<file path="config.mk">
export PLATFORM = sky130hd
export DESIGN_NAME = pm_event_block
export DESIGN_NICKNAME = d
export VERILOG_FILES = /design/src/rtl/pm_pkg.sv /design/src/rtl/pm_ctrl.sv /design/src/rtl/pm_datapath.sv /design/src/rtl/pm_event_block.sv
export SDC_FILE = /design/constraint.sdc
export NUM_CORES = 1
export LEC_CHECK = 0
export CAP_MARGIN = 25
export CORE_UTILIZATION = 51
export DETAILED_ROUTE_END_ITERATION = 10
export GPL_TIMING_DRIVEN = 0
export PLACE_DENSITY = 0.77
export SLEW_MARGIN = 20
export SYNTH_ARGS = -nofsm -noshare
export SYNTH_HDL_FRONTEND = slang
export SYNTH_SLANG_ARGS = --single-unit
export TNS_END_PERCENT = 10
</file>
<file path="constraint.sdc">
create_clock -name clk -period 2.9 [get_ports clk]
set_input_delay 0.58 -clock clk [delete_from_list [all_inputs] [get_ports clk]]
set_output_delay 0.58 -clock clk [all_outputs]
set_load 0.01 [all_outputs]
</file>
<file path="src/rtl/pm_pkg.sv">
package pm_pkg;
  localparam int REG_AW = 6;
  localparam int RD_W   = 32;
  localparam int HW     = 16;

  localparam logic [REG_AW-1:0] OFS_STS = 6'h00;
  localparam logic [REG_AW-1:0] OFS_EN  = 6'h02;
  localparam logic [REG_AW-1:0] OFS_CNT = 6'h04;
  localparam logic [REG_AW-1:0] OFS_TMR = 6'h08;

  localparam int BIT_TMR   = 0;
  localparam int BIT_GBL   = 5;
  localparam int BIT_PWR   = 8;
  localparam int BIT_RTC   = 10;
  localparam int BIT_SUSEN = 13;
  localparam int BIT_SCIEN = 0;

  localparam logic [HW-1:0] SCI_MASK =
    HW'((1 << BIT_TMR) | (1 << BIT_GBL) | (1 << BIT_PWR) | (1 << BIT_RTC));

  localparam logic [7:0] CMD_SCI_ON  = 8'hF1;
  localparam logic [7:0] CMD_SCI_OFF = 8'hF0;

  typedef struct packed {
    logic stsWr;
    logic enWr;
    logic cntWr;
    logic apmCmdWr;
    logic apmStsWr;
    logic sciOn;
    logic sciOff;
    logic softOff;
    logic smi;
  } pmStrobe_t;
endpackage

</file>
<file path="src/rtl/pm_ctrl.sv">
module pm_ctrl
  import pm_pkg::*;
(
  input  logic              regWrEn,
  input  logic [REG_AW-1:0] regAddr,
  input  logic              wrSusEn,
  input  logic [1:0]        wrSlpTyp,
  input  logic              apmWrEn,
  input  logic              apmAddr,
  input  logic [7:0]        apmWrData,
  input  logic              smiCfgEn,
  output pmStrobe_t         strb
);
  logic cmdWr;

  always_comb begin
    cmdWr         = apmWrEn && (apmAddr == 1'b0);
    strb          = '0;
    strb.stsWr    = regWrEn && (regAddr == OFS_STS);
    strb.enWr     = regWrEn && (regAddr == OFS_EN);
    strb.cntWr    = regWrEn && (regAddr == OFS_CNT);
    strb.apmCmdWr = cmdWr;
    strb.apmStsWr = apmWrEn && (apmAddr == 1'b1);
    strb.sciOn    = cmdWr && (apmWrData == CMD_SCI_ON);
    strb.sciOff   = cmdWr && (apmWrData == CMD_SCI_OFF);
    strb.softOff  = strb.cntWr && wrSusEn && (wrSlpTyp == 2'b00);
    strb.smi      = cmdWr && smiCfgEn;
  end
endmodule

</file>
<file path="src/rtl/pm_datapath.sv">
module pm_datapath
  import pm_pkg::*;
#(
  parameter int TMR_W = 24
) (
  input  logic              clk,
  input  logic              rst_n,
  input  pmStrobe_t         strb,
  input  logic              tickEn,
  input  logic              pwrBtnEvt,
  input  logic [REG_AW-1:0] regAddr,
  input  logic [HW-1:0]     regWrData,
  input  logic              apmAddr,
  input  logic [7:0]        apmWrData,
  output logic [RD_W-1:0]   regRdData,
  output logic [7:0]        apmRdData,
  output logic              sciOut,
  output logic              softOffReq,
  output logic              smiPulse,
  output logic [TMR_W-1:0]  timerVal,
  output logic [HW-1:0]     stsReg,
  output logic [HW-1:0]     enReg
);
  localparam int PAD_W = RD_W - TMR_W;
  localparam logic [HW-1:0] SUS_MASK = HW'(1 << BIT_SUSEN);

  logic [HW-1:0] cntReg;
  logic [HW-1:0] stsNext;
  logic [HW-1:0] cntNext;
  logic [7:0]    apmCmd;
  logic [7:0]    apmSts;
  logic          msbFlip;

  assign msbFlip = tickEn && (&timerVal[TMR_W-2:0]);

  always_comb begin
    stsNext = stsReg;
    if (strb.stsWr) stsNext = stsNext & ~regWrData;
    if (msbFlip) stsNext[BIT_TMR] = 1'b1;
    if (pwrBtnEvt && enReg[BIT_PWR]) stsNext[BIT_PWR] = 1'b1;
  end

  always_comb begin
    cntNext = cntReg;
    if (strb.cntWr) cntNext = regWrData & ~SUS_MASK;
    if (strb.sciOn) cntNext[BIT_SCIEN] = 1'b1;
    else if (strb.sciOff) cntNext[BIT_SCIEN] = 1'b0;
  end

  always_ff @(posedge clk) begin
    if (!rst_n) begin
      timerVal   <= '0;
      stsReg     <= '0;
      enReg      <= '0;
      cntReg     <= '0;
      apmCmd     <= '0;
      apmSts     <= '0;
      softOffReq <= 1'b0;
      smiPulse   <= 1'b0;
    end else begin
      if (tickEn) timerVal <= timerVal + 1'b1;
      stsReg <= stsNext;
      if (strb.enWr) enReg <= regWrData;
      cntReg <= cntNext;
      if (strb.apmCmdWr) apmCmd <= apmWrData;
      if (strb.apmStsWr) apmSts <= apmWrData;
      softOffReq <= strb.softOff;
      smiPulse   <= strb.smi;
    end
  end

  assign sciOut = |(stsReg & enReg & SCI_MASK);

  always_comb begin
    unique case (regAddr)
      OFS_STS: regRdData = {{(RD_W-HW){1'b0}}, stsReg};
      OFS_EN:  regRdData = {{(RD_W-HW){1'b0}}, enReg};
      OFS_CNT: regRdData = {{(RD_W-HW){1'b0}}, cntReg};
      OFS_TMR: regRdData = {{PAD_W{1'b0}}, timerVal};
      default: regRdData = '0;
    endcase
  end

  assign apmRdData = apmAddr ? apmSts : apmCmd;
endmodule

</file>
<file path="src/rtl/pm_event_block.sv">
module pm_event_block
  import pm_pkg::*;
#(
  parameter int TMR_W = 24
) (
  input  logic              clk,
  input  logic              rst_n,
  input  logic              tickEn,
  input  logic              pwrBtnEvt,
  input  logic              smiCfgEn,
  input  logic              regWrEn,
  input  logic [REG_AW-1:0] regAddr,
  input  logic [HW-1:0]     regWrData,
  output logic [RD_W-1:0]   regRdData,
  input  logic              apmWrEn,
  input  logic              apmAddr,
  input  logic [7:0]        apmWrData,
  output logic [7:0]        apmRdData,
  output logic              sciOut,
  output logic              softOffReq,
  output logic              smiPulse
);
  pmStrobe_t        strb;
  logic [TMR_W-1:0] timerVal;
  logic [HW-1:0]    stsReg;
  logic [HW-1:0]    enReg;

  pm_ctrl u_ctrl (
    .regWrEn   (regWrEn),
    .regAddr   (regAddr),
    .wrSusEn   (regWrData[BIT_SUSEN]),
    .wrSlpTyp  (regWrData[11:10]),
    .apmWrEn   (apmWrEn),
    .apmAddr   (apmAddr),
    .apmWrData (apmWrData),
    .smiCfgEn  (smiCfgEn),
    .strb      (strb)
  );

  pm_datapath #(.TMR_W(TMR_W)) u_dp (
    .clk        (clk),
    .rst_n      (rst_n),
    .strb       (strb),
    .tickEn     (tickEn),
    .pwrBtnEvt  (pwrBtnEvt),
    .regAddr    (regAddr),
    .regWrData  (regWrData),
    .apmAddr    (apmAddr),
    .apmWrData  (apmWrData),
    .regRdData  (regRdData),
    .apmRdData  (apmRdData),
    .sciOut     (sciOut),
    .softOffReq (softOffReq),
    .smiPulse   (smiPulse),
    .timerVal   (timerVal),
    .stsReg     (stsReg),
    .enReg      (enReg)
  );
endmodule

</file>
==> flow_summary.ini, run 1 <==
[outcome]
status = completed

[routing]
viasPerCell = 5.80
ant_nets = 0
dr.max_layer_used = met4
first_iter_violations = 441
num_vias = 4080
drt-wirelength-per-cell_um = 16.6
wirelength_met1_um = 5020
first_pass_iters = 6
finalWirelength_um = 11700
drc = 0
met3_length_um = 1080
wl_met2_um = 5390

[worst_hold_path]
worstHoldPathType = reg2reg

[floorplan]
dieHeight_um = 90.8
die_area_um2 = 8240
rows = 31
core-area_um2 = 7450
initial_utilization_pct = 53.9
ios = 81
die_w_um = 90.8

[finish]
area_growth_pct = 28.2
diodes = 0
post-route-util_pct = 69.2
postLayoutCellArea_um2 = 5150
drive_gt1_share_pct = 16.5
fillerInstances = 627
multi_input_area_um2 = 2040
seqCellArea_um2 = 1780
layout.nets = 639

[sta]
fin_crit_sh_pct = 97.5
rsz0062_at_grt = true
setup_viol = 0
timing_max_transition_violations_final = 0
final_hold_viol_count = 0
fmax_ghz = 0.354
slew-limit-headroom_pct = 62.3
worstMarginPinSlew_ns = 0.566
hold_ws_ns = 0.442
setup_slack_ns = 0.0733
min_period_ns = 2.83
fin_worst_skew_ns = 0.0112

[worst_setup_path]
cp_max_fo = 3
cp-end-kind = output port
cp-start-kind = primary input
cp.required_ns = 2.32
ff2ff_setup_slack_ns = 0.75
setup.worst_path.class = in2out
critPathArrivalTime_ns = 2.25

[synth]
ys_seq_area_share_pct = 44.3
ys.warnings.count = 0
avgSynthCellArea_um2 = 8.05
syn-cell-area_um2 = 4020
yosys_most_used_dff = dfxtp_1
synth-async-reset-ratio_pct = 0
synth_cells = 499
synth_cell_types = 46
synth_edf_count = 0
synth-seq-cells = 89

[cts]
root_buffer = clkbuf_8
cts_tree = built
cts_htree_levels = 3
cts.reportedPaths.clkPinSlew_ns = 0.09
ctsLongestPathBuffers = 2
cts_buffers = 9
clock_latency_ns = 0.37
clkSinkCount = 89
cts_hold_buf = 0

[placed_design]
io_buffers = 66
gp_congestion = 0.854
dp_hpwl_um = 8130
post-place-ws_ns = -1.05
placed_cell_area_um2 = 4830

[power]
peakVddDrop_mv = 0.293
p_leak_nw = 1.99
total_power_mw = 2.35
power.density_nw_per_um2 = 457

[global_routing]
grtUsageTotal_pct = 29.4
grt_antenna_before_repair = 0
grt_pass1_wl_um = 19100
overflow = 0
grt_max_degree = 18
grt_pass1_vias = 3768

[flow_run]
drv_cap = 0
## sequential cells by signal, indices dropped and copies added, names as in the netlist
signal / flops
u_dp.softOffReq: 1
u_dp.timerVal: 24
u_dp.cntReg: 15
u_dp.smiPulse: 1
u_dp.enReg: 16
u_dp.apmCmd: 8
u_dp.apmSts: 8
u_dp.stsReg: 16
## cell usage in the layout (no fill, tap or decap), types with 2 or more instances in the layout
cell type and n:
or4_4 2, buf_1 2, mux2i_1 2, a22oi_1 2, nor2_1 16, nand3_1 45
and4_1 3, clkbuf_1 22, dfxtp_1 89, nand4_1 8, o21ai_0 19, o31ai_1 4
buf_6 9, xor2_1 4, nand2b_1 2, nand2_1 109, inv_6 3, mux2_2 9
nor3_1 5, and2_1 8, or3_1 8, xnor2_1 7, clkbuf_8 13, inv_1 6
o21ai_1 5, a21oi_1 57, clkbuf_2 3, or4_1 5, nor4_1 3, a222oi_1 15
clkdlybuf4s50_1 39, nor3_4 2, conb_1 8, buf_4 17, buf_2 29, and3_1 3
## cells in the mapped netlist (2+ instances only)
cell | n | area (µm²)
or3_1 | 8 | 50.1
nand4_1 | 8 | 50.1
buf_2 | 6 | 30.0
nand2b_1 | 2 | 12.5
o21ai_1 | 5 | 25.0
nor3_1 | 5 | 25.0
nor3_2 | 3 | 30.0
nand2_1 | 109 | 409
xnor2_1 | 7 | 61.3
xor2_1 | 4 | 35.0
buf_1 | 3 | 11.3
a22oi_1 | 2 | 15.0
and3_1 | 3 | 18.8
nand3_1 | 45 | 225
nor4_1 | 3 | 18.8
and4_1 | 3 | 26.3
a21oi_1 | 57 | 285
dfxtp_1 | 89 | 1780
mux2i_1 | 2 | 20.0
or4_1 | 6 | 45.0
a222oi_1 | 15 | 150
o21ai_0 | 19 | 95.1
o31ai_1 | 4 | 30.0
mux2_2 | 9 | 101
and2_1 | 8 | 50.1
inv_1 | 6 | 22.5
buf_4 | 8 | 60.1
nor2_1 | 16 | 60.1
clkbuf_1 | 27 | 101
## critical path, cell delays in order
cell	delay [ns]
buf_2	0.11
or4_4	0.56
buf_6	0.15
buf_4	0.15
nor2_1	0.14
clkdlybuf4s50_1	0.55
## area by class of cell
type | count | area share, %
Multi-Input combinational cell | 365 | 39.7
Sequential cell | 89 | 34.6
Timing Repair Buffer | 84 | 13.9
Buffer | 44 | 4.83
Clock buffer | 9 | 2.41
Tap cell | 99 | 2.41
Clock inverter | 7 | 1.63
Inverter | 7 | 0.510
## path summary, 6_finish.rpt
| path | from | endpoint | cells after the start |
|---|---|---|---|
| worst max-delay path | regAddr[0] | regRdData[13] | 6 |
| worst max register to register | u_dp.timerVal[0]$_SDFFE_PN0P_ | u_dp.timerVal[22]$_SDFFE_PN0P_ | 6 |
| worst min-delay path | u_dp.stsReg[2]$_SDFFE_PN0P_ | u_dp.stsReg[2]$_SDFFE_PN0P_ | 2 |
| worst min register to register | u_dp.stsReg[2]$_SDFFE_PN0P_ | u_dp.stsReg[2]$_SDFFE_PN0P_ | 2 |
## layer usage
metal	up-vias	GRT usage, %
met5	-	0
met4	0	9.01
met3	24	8.92
met2	206	45.5
met1	1903	39.2
li1	1947	-
## where the power goes
| group | switching, mW | internal (mW) | total (mW) |
|---|---|---|---|
| Sequential | 0.0112 | 1.24 | 1.25 |
| Clock | 0.493 | 0.415 | 0.908 |
| Combinational | 0.108 | 0.0888 | 0.197 |
## what timing repair did
item / CTS / global route
setup buffers: 16 / 0
endpoints found under the setup margin: 24 / 25
gates resized for setup: 132 / 1
pin swaps: 14 / 3
cloned: 2 / 0
## cells by family (layout without fill, tap and decap cells)
group | count (synthesis) | count (layout) | share of synthesized area [%]
and+or+nand+nor | 227 | 227 | 27.9
AOI/OAI and AO/OA | 107 | 107 | 15.9
DFF | 89 | 89 | 44.3
buffers and inverters | 52 | 151 | 5.98
xor gates and xnor gates | 11 | 11 | 2.40
muxes | 11 | 11 | 3.02
adders and majority gates | 1 | 1 | 0.311
other | 1 | 8 | 0.0933
## through the flow
step | instances | TNS [ns]
floorplan | 506 | 0
finish | 704 | 0
detailed placement | 671 | -19.95
global placement | 671 | -19.79
CTS | 705 | 0
global route | 704 | -0.00202
Note: power is estimated with default switching activity, not from simulation.
==> run 2, diff against run 1 <==
--- a/config.mk
+++ b/config.mk
@@ -10,7 +10,6 @@
 export DETAILED_ROUTE_END_ITERATION = 10
 export GPL_TIMING_DRIVEN = 0
 export PLACE_DENSITY = 0.77
-export SLEW_MARGIN = 20
 export SYNTH_ARGS = -nofsm -noshare
 export SYNTH_HDL_FRONTEND = slang
 export SYNTH_SLANG_ARGS = --single-unit
==> results of run 2 <==
The final DEF is identical to that of run 1; final timing and power are the same.
==> run 3, diff against run 2 <==
--- a/config.mk
+++ b/config.mk
@@ -6,6 +6,7 @@
 export NUM_CORES = 1
 export LEC_CHECK = 0
 export CAP_MARGIN = 25
+export CORE_ASPECT_RATIO = 1.25
 export CORE_UTILIZATION = 51
 export DETAILED_ROUTE_END_ITERATION = 10
 export GPL_TIMING_DRIVEN = 0
==> flow_summary.ini, run 3 (synthesis results as in run 1) <==
[sta]
timing_max_transition_violations_final = 0
min_period_ns = 2.86
setup_viol = 0
slew-limit-headroom_pct = 58.3
rsz0062_at_grt = true
worstMarginPinSlew_ns = 0.625
fin_tns_setup_ns = 0
fmax_ghz = 0.349
final_hold_viol_count = 0
fin_worst_skew_ns = 0.00616
fin_crit_sh_pct = 98.8

[power]
p_leak_nw = 1.96
peakVddDrop_mv = 0.411
power.density_nw_per_um2 = 430
total_power_mw = 2.20

[worst_setup_path]
cp-end-kind = output port
r2r_cells = 6
cp.required_ns = 2.32
critPathArrivalTime_ns = 2.28
cp_max_fo = 4
cp-start-kind = primary input
setup.worst_path.class = in2out

[cts]
root_buffer = clkbuf_8
cts_buffers = 9
cts_htree_levels = 3
ctsLongestPathBuffers = 2
cts.reportedPaths.clkPinSlew_ns = 0.08
clock_latency_ns = 0.35
cts_hold_buf = 0
cts_tree = built
clkSinkCount = 89

[finish]
largest-register = u_dp.timerVal
drive_gt1_share_pct = 15.6
post-route-util_pct = 68.1
layout_commonest_cell = nand2_1
final_cell_mix = 109 x nand2_1, 89 x dfxtp_1, 57 x a21oi_1
largest_reg_flops = 24
diodes = 0
layout.nets = 638
largestRegisters = u_dp.timerVal: 24 flops, u_dp.enReg: 16 flops, u_dp.stsReg: 16 flops
area_growth_pct = 27.0
instances_no_fill = 695

[routing]
num_vias = 4122
ant_nets = 0
first_pass_iters = 5
drt-wirelength-per-cell_um = 17.1
finalWirelength_um = 11900
viasPerCell = 5.93
drc = 0
first_iter_violations = 425

[global_routing]
grt_pass1_vias = 3910
grt_max_degree = 14
grt_pass1_wl_um = 18800
grtUsageTotal_pct = 30.4
overflow = 0
grt_antenna_before_repair = 0

[worst_hold_path]
hold_depth = 2
worstHoldPathType = reg2reg

[floorplan]
ios = 81
rows = 35
core-area_um2 = 7490
die_w_um = 81.4
die_area_um2 = 8240
initial_utilization_pct = 53.7
dieHeight_um = 101

[flow_run]
drv_cap = 0

[placed_design]
gp_congestion = 0.861
dp_hpwl_um = 7930
post-place-cells = 664
io_buffers = 66

[outcome]
status = completed
==> run 3: cell types whose count changed in the layout (fill, tap and decap cells not counted) <==
cell / delta
buf_6: -2
inv_6: -3
inv_8: -1
clkinv_4: -1
buf_2: -4
dlygate4sd2_1: +2
clkbuf_1: +2
clkdlybuf4s15_2: +2
clkbuf_8: +1
buf_4: +1
bufinv_16: -1
clkinv_2: +2
==> run 3: area by class of cell <==
type	count	area (µm²)
inverters	7	26.3
clock inverters	3	17.5
well taps	92	115
flip-flops and latches	89	1780
fillers	647	2390
multi-input cells	365	2040
clock buffers	12	145
repair buffers	83	722
plain buffers	44	249
==> run 3: power breakdown <==
part	total [mW]	switching (mW)	internal [mW]
registers	1.25	0.0113	1.24
clock network	0.752	0.424	0.328
logic	0.196	0.107	0.0883
total	2.20	0.542	1.65
==> run 3: path summary, 6_finish.rpt <==
path / startpoint / to / slack [ns]
setup / recovery: regAddr[0] / regRdData[2] / 0.04
hold / removal: u_dp.stsReg[4]$_SDFFE_PN0P_ / u_dp.stsReg[4]$_SDFFE_PN0P_ / 0.43
setup reg to reg: u_dp.timerVal[0]$_SDFFE_PN0P_ / u_dp.timerVal[18]$_SDFFE_PN0P_ / 0.70
hold reg to reg: u_dp.stsReg[4]$_SDFFE_PN0P_ / u_dp.stsReg[4]$_SDFFE_PN0P_ / 0.43
==> run 3: worst max-delay path, cell delays in order <==
cell	delay [ns]
buf_2	0.10
or4_4	0.57
nor3b_4	0.25
buf_4	0.15
clkbuf_8	0.13
buf_4	0.13
a222oi_1	0.12
nand2_1	0.13
buf_2	0.13
==> run 3: timing repair <==
action / CTS / global route
pin swaps: 17 / 4
gates cloned: 2 / 0
setup endpoints to repair: 24 / 21
gates resized for setup: 122 / 3
buffers inserted: 15 / 0
==> run 3: routing by layer <==
layer  global-route usage [%]  wire [µm]
met3                     5.59        877
met5                        0          0
met4                     14.1        313
met1                     37.8       4940
met2                     50.4       5730
==> run 3: through the flow <==
step	instance area, µm²	hold slack (ns)	worst slack (ns)
after detailed placement	4820	0.421	-1.05
final	5100	0.435	0.0360
after floorplan	4040	0.411	0.299
after global routing	5100	0.458	-0.0250
after global placement	4820	0.418	-1.06
after CTS	5110	0.434	0.0100
